File: config.mk
export PLATFORM = sky130hd
export DESIGN_NAME = tmr_bank
export DESIGN_NICKNAME = d
export VERILOG_FILES = /design/src/rtl/tmr_pkg.sv /design/src/rtl/tmr_tick_gen.sv /design/src/rtl/tmr_channel.sv /design/src/rtl/tmr_bank.sv
export SDC_FILE = /design/constraint.sdc
export NUM_CORES = 1
export LEC_CHECK = 0
export BUFFER_PORTS_ARGS = -buffer_cell sky130_fd_sc_hd__buf_4
export CAP_MARGIN = 20
export CORE_MARGIN = 2
export CORE_UTILIZATION = 50
export DETAILED_ROUTE_END_ITERATION = 8
export GPL_TIMING_DRIVEN = 0
export PLACE_DENSITY = 0.66
export SKIP_CTS_REPAIR_TIMING = 1
export SLEW_MARGIN = 20
export SYNTH_ARGS = -nofsm -noshare
export SYNTH_HDL_FRONTEND = slang
export SYNTH_SLANG_ARGS = --single-unit
File: constraint.sdc
create_clock -name clk_i -period 3.9 [get_ports clk_i]
set_clock_uncertainty 0.2 [all_clocks]
set_input_delay 0.78 -clock clk_i [delete_from_list [all_inputs] [get_ports clk_i]]
set_output_delay 0.78 -clock clk_i [all_outputs]
set_load 0.005 [all_outputs]
File: src/rtl/tmr_pkg.sv
package tmr_pkg;
  localparam int unsigned STRIDE = 32;
  localparam logic [4:0] OFS_CTRL = 5'h00;
  localparam logic [4:0] OFS_CMD  = 5'h04;
  localparam logic [4:0] OFS_MTCH = 5'h08;
  localparam logic [4:0] OFS_PRE  = 5'h10;
  localparam logic [4:0] OFS_CNT  = 5'h14;

  typedef struct packed {
    logic [2:0] ien;
    logic [2:0] src;
    logic       ref_sel;
    logic [1:0] mode;
  } tmr_ctrl_t;

  function automatic tmr_ctrl_t ctrl_from_word(input logic [31:0] w);
    tmr_ctrl_t c;
    c.ien     = w[14:12];
    c.src     = w[10:8];
    c.ref_sel = w[6];
    c.mode    = w[5:4];
    return c;
  endfunction

  function automatic logic [31:0] ctrl_to_word(input tmr_ctrl_t c);
    logic [31:0] w;
    w        = '0;
    w[14:12] = c.ien;
    w[10:8]  = c.src;
    w[6]     = c.ref_sel;
    w[5:4]   = c.mode;
    return w;
  endfunction

  function automatic logic [5:0] div_mask(input logic [1:0] sel);
    case (sel)
      2'd0:    return 6'h01;
      2'd1:    return 6'h03;
      2'd2:    return 6'h0F;
      default: return 6'h3F;
    endcase
  endfunction
endpackage

File: src/rtl/tmr_tick_gen.sv
module tmr_tick_gen #(
  parameter int unsigned PRE_W = 8
) (
  input  logic             clk_i,
  input  logic             rst_ni,
  input  logic             run_i,
  input  logic             clr_i,
  input  logic [2:0]       src_i,
  input  logic             ref_sel_i,
  input  logic [PRE_W-1:0] pre_i,
  input  logic             pclk_tick_i,
  input  logic             eclk_tick_i,
  input  logic             ext1_tick_i,
  output logic             cnt_tick_o
);
  import tmr_pkg::*;

  logic [5:0]       div_q;
  logic [PRE_W-1:0] pre_q;
  logic             ref_tick, div_tick, src_tick, pre_hit;
  logic [5:0]       mask;

  assign ref_tick = ref_sel_i ? eclk_tick_i : pclk_tick_i;
  assign mask     = div_mask(src_i[1:0]);
  assign div_tick = ref_tick && ((div_q & mask) == mask);

  always_comb begin
    unique case (src_i[2:1])
      2'b10:   src_tick = ref_tick;
      2'b11:   src_tick = ext1_tick_i;
      default: src_tick = div_tick;
    endcase
  end

  assign pre_hit    = (pre_q == pre_i);
  assign cnt_tick_o = run_i && src_tick && pre_hit;

  always_ff @(posedge clk_i or negedge rst_ni) begin
    if (!rst_ni) begin
      div_q <= '0;
      pre_q <= '0;
    end else if (clr_i) begin
      div_q <= '0;
      pre_q <= '0;
    end else begin
      if (run_i && ref_tick) div_q <= div_q + 6'd1;
      if (run_i && src_tick) pre_q <= pre_hit ? '0 : pre_q + PRE_W'(1);
    end
  end
endmodule

File: src/rtl/tmr_channel.sv
module tmr_channel #(
  parameter int unsigned DW    = 32,
  parameter int unsigned CW    = 32,
  parameter int unsigned PRE_W = 8
) (
  input  logic             clk_i,
  input  logic             rst_ni,
  input  logic             wr_ctrl_i,
  input  logic             wr_cmd_i,
  input  logic             wr_mtch_i,
  input  logic             wr_pre_i,
  input  logic [DW-1:0]    wdata_i,
  input  logic             pclk_tick_i,
  input  logic             eclk_tick_i,
  input  logic             ext1_tick_i,
  output tmr_pkg::tmr_ctrl_t ctrl_o,
  output logic             en_o,
  output logic [CW-1:0]    mtch_o,
  output logic [PRE_W-1:0] pre_o,
  output logic [CW-1:0]    cnt_o,
  output logic [2:0]       set_o
);
  import tmr_pkg::*;

  tmr_ctrl_t        ctrl_q;
  logic             en_q, mtch_seen_q;
  logic [CW-1:0]    mtch_q, cnt_q;
  logic [PRE_W-1:0] pre_q;
  logic             clr, run, cnt_tick, hit;

  assign clr = wr_cmd_i && wdata_i[1];
  assign run = en_q && (ctrl_q.mode == 2'b00);
  assign hit = cnt_tick && (cnt_q == mtch_q);

  tmr_tick_gen #(.PRE_W(PRE_W)) u_tick (
    .clk_i       (clk_i),
    .rst_ni      (rst_ni),
    .run_i       (run),
    .clr_i       (clr),
    .src_i       (ctrl_q.src),
    .ref_sel_i   (ctrl_q.ref_sel),
    .pre_i       (pre_q),
    .pclk_tick_i (pclk_tick_i),
    .eclk_tick_i (eclk_tick_i),
    .ext1_tick_i (ext1_tick_i),
    .cnt_tick_o  (cnt_tick)
  );

  always_ff @(posedge clk_i or negedge rst_ni) begin
    if (!rst_ni) begin
      ctrl_q      <= '0;
      en_q        <= 1'b0;
      mtch_q      <= '0;
      mtch_seen_q <= 1'b0;
      pre_q       <= '0;
    end else begin
      if (wr_ctrl_i) ctrl_q <= ctrl_from_word(32'(wdata_i));
      if (wr_cmd_i)  en_q   <= wdata_i[0];
      if (wr_mtch_i) begin
        mtch_q      <= wdata_i[CW-1:0];
        mtch_seen_q <= 1'b1;
      end
      if (wr_pre_i)  pre_q  <= wdata_i[PRE_W-1:0];
    end
  end

  always_ff @(posedge clk_i or negedge rst_ni) begin
    if (!rst_ni)       cnt_q <= '0;
    else if (clr)      cnt_q <= '0;
    else if (hit)      cnt_q <= '0;
    else if (cnt_tick) cnt_q <= cnt_q + CW'(1);
  end

  // stray status on a clear issued before the first match-value write
  always_comb begin
    set_o    = '0;
    set_o[0] = hit;
    if (clr && !mtch_seen_q) set_o = 3'b111;
  end

  assign ctrl_o = ctrl_q;
  assign en_o   = en_q;
  assign mtch_o = mtch_q;
  assign pre_o  = pre_q;
  assign cnt_o  = cnt_q;
endmodule

File: src/rtl/tmr_bank.sv
module tmr_bank #(
  parameter int unsigned NCH   = 4,
  parameter int unsigned AW    = 8,
  parameter int unsigned DW    = 32,
  parameter int unsigned CW    = 32,
  parameter int unsigned PRE_W = 8
) (
  input  logic          clk_i,
  input  logic          rst_ni,
  input  logic          sel_i,
  input  logic          wr_i,
  input  logic [AW-1:0] addr_i,
  input  logic [DW-1:0] wdata_i,
  output logic [DW-1:0] rdata_o,
  input  logic          pclk_tick_i,
  input  logic          eclk_tick_i,
  input  logic          ext1_tick_i,
  output logic          irq_o
);
  import tmr_pkg::*;

  localparam int unsigned SW     = NCH * 8;
  localparam int unsigned CIW    = AW - 5;
  localparam int unsigned STAT_A = NCH * STRIDE;

  tmr_ctrl_t        ctrl_a [NCH];
  logic             en_a   [NCH];
  logic [CW-1:0]    mtch_a [NCH];
  logic [PRE_W-1:0] pre_a  [NCH];
  logic [CW-1:0]    cnt_a  [NCH];
  logic [2:0]       set_a  [NCH];

  logic [SW-1:0]     stat_q, set_vec, en_vec, w1c;
  logic [NCH*CW-1:0] cnt_flat;
  logic [CIW-1:0]    ch_idx;
  logic [4:0]        ofs;
  logic              in_ch, wr_acc, stat_hit;

  assign ch_idx   = addr_i[AW-1:5];
  assign ofs      = addr_i[4:0];
  assign in_ch    = (addr_i < AW'(STAT_A));
  assign wr_acc   = sel_i && wr_i;
  assign stat_hit = (addr_i == AW'(STAT_A));

  for (genvar k = 0; k < NCH; k++) begin : g_ch
    logic hit_k;
    assign hit_k = wr_acc && in_ch && (ch_idx == CIW'(k));

    tmr_channel #(.DW(DW), .CW(CW), .PRE_W(PRE_W)) u_ch (
      .clk_i       (clk_i),
      .rst_ni      (rst_ni),
      .wr_ctrl_i   (hit_k && ofs == OFS_CTRL),
      .wr_cmd_i    (hit_k && ofs == OFS_CMD),
      .wr_mtch_i   (hit_k && ofs == OFS_MTCH),
      .wr_pre_i    (hit_k && ofs == OFS_PRE),
      .wdata_i     (wdata_i),
      .pclk_tick_i (pclk_tick_i),
      .eclk_tick_i (eclk_tick_i),
      .ext1_tick_i (ext1_tick_i),
      .ctrl_o      (ctrl_a[k]),
      .en_o        (en_a[k]),
      .mtch_o      (mtch_a[k]),
      .pre_o       (pre_a[k]),
      .cnt_o       (cnt_a[k]),
      .set_o       (set_a[k])
    );
  end

  // lane of channel k starts at bit (NCH-1-k)*8
  always_comb begin
    set_vec  = '0;
    en_vec   = '0;
    cnt_flat = '0;
    for (int k = 0; k < NCH; k++) begin
      set_vec[(NCH-1-k)*8 +: 3] = set_a[k];
      en_vec[(NCH-1-k)*8 +: 3]  = ctrl_a[k].ien;
      cnt_flat[k*CW +: CW]      = cnt_a[k];
    end
  end

  assign w1c = (wr_acc && stat_hit) ? wdata_i[SW-1:0] : '0;

  always_ff @(posedge clk_i or negedge rst_ni) begin
    if (!rst_ni) stat_q <= '0;
    else         stat_q <= (stat_q & ~w1c) | set_vec;
  end

  assign irq_o = |(stat_q & en_vec);

  always_comb begin
    rdata_o = '0;
    if (sel_i && !wr_i) begin
      if (stat_hit) begin
        rdata_o = DW'(stat_q);
      end else if (in_ch) begin
        for (int k = 0; k < NCH; k++) begin
          if (ch_idx == CIW'(k)) begin
            case (ofs)
              OFS_CTRL: rdata_o = DW'(ctrl_to_word(ctrl_a[k]));
              OFS_CMD:  rdata_o = DW'(en_a[k]);
              OFS_MTCH: rdata_o = DW'(mtch_a[k]);
              OFS_PRE:  rdata_o = DW'(pre_a[k]);
              OFS_CNT:  rdata_o = DW'(cnt_a[k]);
              default:  rdata_o = '0;
            endcase
          end
        end
      end
    end
  end
endmodule

# Word level (Yosys, flattened, before mapping)
# Index checks and enable logic that the tools add are counted.
# W data, S select, Z words.
word_totals:
  memories: 0
  latch_bits: 0
  mem_bits_ro: 0
  mem_bits_rw: 0
  reg_bits: 420
  inputBits: 47
  elab_cells: 246
op_classes:
  multipliers: 0
  n_shift: 0
  magnitude_cmp: 1
  n_mux: 60
  n_eq_ne: 36
  reduce_logical: 84
  div: 0
  n_addsub: 12
  n_bitwise: 8
ops:
  columns: ["operator", "count"]
  rows:
  - ["$mux W32", 20]
  - ["$pmux W32 S5", 4]
  - ["$add A32 B1 Y32 const B", 4]
  - ["$eq A32 B32 Y1", 4]
  - ["$mux W8", 12]
  - ["$pmux W6 S3", 4]
  - ["$logic_and A1 B1 Y1", 56]
  - ["$mux W6", 8]
  - ["$add A8 B1 Y8 const B", 4]
  - ["$and A32 B27 Y32", 1]
  - ["$and A32 B32 Y32", 1]
  - ["$eq A8 B8 Y1", 4]
  - ["$not A32 Y32", 1]
  - ["$or A32 B27 Y32", 1]
  - ["$reduce_or A32 Y1", 1]
  - ["$add A6 B1 Y6 const B", 4]
  - ["$and A6 B6 Y6", 4]
  - ["$eq A2 B2 Y1 const B", 12]
  - ["$eq A6 B6 Y1", 4]
  - ["$logic_not A2 Y1", 8]
  - ["$reduce_bool A2 Y1", 8]
  - ["$mux W3", 4]
  - ["$reduce_bool A3 Y1", 4]
  - ["$eq A5 B5 Y1 const B", 2]
  - ["12 further kinds", 26]

# Logic depth before layout (Yosys ltp)
logic_depth:
  word_depth: 11
  mapped_depth: 11

# Modules after synthesis
# A second synthesis with hierarchy kept.
unflattened:
  hier_cells: 2381
  hier_area_um2: 24040.6
modules_own_cells:
  columns: ["mod", "area_each_um2", "instances", "seq_area_each_um2", "cells_each"]
  rows:
  - ["tmr_channel", 4033.9, 4, 2077.0, 349]
  - ["tmr_bank", 4076.4, 1, 800.8, 585]
  - ["tmr_tick_gen", 957.2, 4, 350.3, 100]

# Worst setup path before layout
# Ideal clock, no wire load.
synth_timing:
  kind: "input -> output"
  from: "input addr_i[2]"
  to: "output rdata_o[12]"
  path_slack_ns: 0.078
  arrival_ns: 2.842
  n_path_buf: 4
  path_stages: 10
  cell_sequence: "clkbuf_1 nor4_1 and2_0 clkbuf_1 buf_2 buf_2 a22oi_1 a2111oi_0 a21oi_1 nand2_1"
synth_via:
  elab_chain_len: 9
  word_cells_on_any_way: 18
  cone_classes: "1 x order compare; 5 x eq/ne; 11 x mux; 1 x reduce/logical"
synth_rtl:
  columns: ["element", "line_no", "rtl"]
  rows:
  - ["start: declaration", "tmr_bank.sv:12", "input logic [AW-1:0] addr_i,"]
  - ["$eq A5 B5 Y1 (tied with other cells)", "tmr_bank.sv:98", "case (ofs)"]
  - ["$pmux W32 S5", "tmr_bank.sv:98", null]
  - ["$mux W32 (4 in a row)", "tmr_bank.sv:97", "if (ch_idx == CIW'(k)) begin"]
  - ["$mux W32", "tmr_bank.sv:95", "end else if (in_ch) begin"]
  - ["$mux W32 *", "tmr_bank.sv:93", "if (stat_hit) begin"]
  - ["$mux W32 *", "tmr_bank.sv:92", "if (sel_i && !wr_i) begin"]
  - ["end: declaration", "tmr_bank.sv:14", "output logic [DW-1:0] rdata_o,"]
# Mark *: on every way between the ends. The rest lies on a longest branch, timed or not.

# Worst setup path in the final report
layout_timing:
  from: "input addr_i[1]"
  to: "output rdata_o[1]"
# Same word-level chain as after synthesis.

==> results.toml <==
[power]
p_leak_nw = 12.4
maximum_vdd_ir_drop_uv = 366
fraction_of_power_spent_switching_nets_pct = 26.4
sequential_cell_fraction_of_total_power_pct = 45.5
final_total_pwr_mw = 10.1
power_switching_mw = 2.67
clock_power_share_pct = 45.6
power.combinational.fraction_pct = 8.9
powerDensity_nw_per_um2 = 363
internal_power_mw = 7.45

[setup_path]
path_cells = "buf_12 -> nor4_4 -> and2_1 -> buf_6 -> buf_12 -> buf_12 -> buf_4 -> buf_4 -> a221o_1 -> o221ai_1 -> o22ai_2 -> a32o_1 -> buf_4"
critical-path-slowest-cell = "nor4_4"
critPathRequiredTime_ns = 2.92
worst-setup-path-type = "input pin to output port"
cpLargestDelayFamily = "compound AO/OA/AOI/OAI gates"
setup_crit_start_kind = "input pin"
endpoint_kind = "output port"
worst_ep_arrival_time_ns = 3.20
cp_slowest_stage_delay_ns = 0.38
path_max_fanout = 6
critical_path_buf_inv_count = 7

[grt]
first_global_vias = 20100
grt_overflow = 0
grt_max_degree = 92
global_route_total_usage_across_every_layer_pct = 38.0
wire_length_of_the_first_global_routing_pass_um = 137000
antenna_violations_before_repair = 8

[sta]
achievable_frequency_mhz = 239
max_slew.worst_pin.slew_ns = 1.12
report.final.setup_viol = 22
final.setup.tns_ns = -2.60
grt_setup_unrepaired = "true"
period_needed_ns = 4.18
layout_worst_path_cycle_share_pct = 107
hold_viol_final = 0
slew_violations = 0
worst_slew_margin_rel_pct = 25.1
timing.final.ws_setup_ns = -0.280
whs_ns = 0.258

[yosys]
ys_async_sr_fraction_pct = 100
netlist_instances = 2360
synth_nets = 2419
synth_warnings = 0
area_share_of_the_leading_cell_type_in_the_synthesized_netlist_pct = 44.5
seq_area_frac_synth_pct = 44.5
netlist_area_um2 = 23600
yosys_register_bits = 420
yosysMostFrequentCell = "dfrtp_1"
synth_top_area_cell = "dfrtp_1"
ys.flop_type = "dfrtp_1"
ys_types = 68
synth.area.top_cells = "dfrtp_1 (45%), mux2_2 (9.9%), xnor2_1 (5.3%), xor2_1 (4.3%), a21oi_1 (2.9%)"
synth.top_cells.by_count = "dfrtp_1 (420), mux2_2 (207), nor2_1 (165)"
post_synth.cell_area_avg_um2 = 10.0
synth-edff-count = 0

[outcome]
failing_checks = "setup timing"
status = "complete, but fails checks"

[die]
rows = 79
initial_core_util_pct = 50.7
core_region_area_um2 = 46600
design.die.area_um2 = 49000
dieHeight_um = 221
dieWidth_um = 221
ios = 80

[placed_design]
placed_cells_incl_taps = 3051
pre_cts_ws_ns = -1.82
placed_area_um2 = 25100
hpwlAfterDp_um = 70200
placement.io_buffers = 78
globalplace.congestion = 1.04

[layout]
flow.area_growth_from_synthesis_pct = 18.1
post-route-util_pct = 59.9
share_of_layout_cells_above_drive_strength_1_pct = 21.9
fillers = 3966
design_area_um2 = 27900
layout.nets = 2576
layout.cells.non_filler = 3163

[detailed_routing]
drt_first_pass_iters = 8
detail_route.vias_per_cell = 6.76
ant_nets = 0
detail_routed_net_length_per_standard_cell_um = 30.3
num_vias = 21400
route.detailed.drc = 0
drt_iter0_drc = 2633
finalWirelength_um = 96000

[cts]
cts.clk_slew.worst_paths_ns = 0.06
htreeDepth = 2
clkLatencyLatePin_ns = 0.61
cts_tree = "yes"
clockRootBuffer = "clkbuf_16"
clock_path_buffers = 3
tritoncts_num_sinks = 420
cts_inserted_buffers = 48

[job]
max_cap_viol_count = 0

[hold_path]
timing.hold.worst.class = "input pin to register"
-- flip-flops by register name, summed over array words and instances (netlist names) --
signal                  flops
g_ch.u_ch.u_tick.pre_q     32
stat_q                     32
g_ch.u_ch.en_o              4
g_ch.u_ch.u_tick.div_q     24
g_ch.u_ch.pre_o            32
g_ch.u_ch.cnt_o           128
g_ch.u_ch.ctrl_o           36
g_ch.u_ch.mtch_o          128
g_ch.u_ch.mtch_seen_q       4
-- path summary, 6_finish.rpt --
kind	from	to	slack, ns	depth (start not counted)
worst max-delay path	addr_i[1]	rdata_o[1]	-0.28	13
worst min-delay path	wdata_i[4]	g_ch[0].u_ch.pre_o[4]	0.26	2
worst max register to register	g_ch[1].u_ch.ctrl_o[1]	g_ch[1].u_ch.cnt_o[23]	0.35	9
worst min register to register	g_ch[0].u_ch.mtch_seen_q	g_ch[0].u_ch.mtch_seen_q	0.28	1
max in group asynchronous	rst_ni	g_ch[2].u_ch.cnt_o[15]	1.83	4
min in group asynchronous	rst_ni	g_ch[1].u_ch.cnt_o[1]	0.52	2
-- kinds of logic after synthesis --
logic type	share of synthesized area, %
AO/OA/AOI/OAI	16.7
XOR/XNOR	9.69
adder cells (fa/ha/maj)	0.636
buffers and inverters	3.43
flip-flops	44.5
multiplexers	10.0
AND/OR/NAND/NOR	15.0
-- metal layers --
layer	GRT usage, %	vias to the layer above	share of wire (%)
met5	0	-	0.14
met4	15.0	16	4.3
met3	10.3	262	12
met2	57.1	1228	44
met1	52.3	10800	40
li1	-	9099	-
-- placed cells by master (no fill, tap or decap), drive strengths merged, types with 7 or more instances in the layout --
cell and instances:
a221o 18, o22ai 25, mux2 207, clkinv 11, nand3 71, nand4 77
inv 40, nand2b 15, or2 7, a21o 16, nor3 24, or4 25
xnor2 144, xor2 117, dfrtp 420, buf 157, a31oi 7, a221oi 44
nor4 53, o21ai 58, or3 27, a2111oi 35, a22o 16, a21boi 28
a32o 10, a211oi 28, nand2 158, and2 17, nand3b 16, nor2 165
o31ai 29, clkbuf 187, a22oi 51, a21oi 141, a222oi 13, ha 12
and3 21
-- power groups by stage --
stage	registers [mW]	clock network [mW]	logic, mW
2_1_floorplan	4.63	0	0.380
3_3_place_gp	4.67	0	0.762
3_5_place_dp	4.68	0	0.797
4_1_cts	4.60	4.64	0.801
5_1_grt	4.62	4.80	0.951
6_report	4.61	4.61	0.902
-- final cells by class --
class                           count  area [um2]  area share (%)
Antenna cell                        4        10.0          0.0359
Buffer                            162         916            3.29
Clock buffer                       68        1400            5.02
Clock inverter                     17         175           0.629
Inverter                           37         139           0.498
Multi-Input combinational cell   1733       12900            46.2
Sequential cell                   420       10500            37.7
Tap cell                          607         759            2.73
Timing Repair Buffer              115        1080            3.87
(Power assumes the default switching activity.)
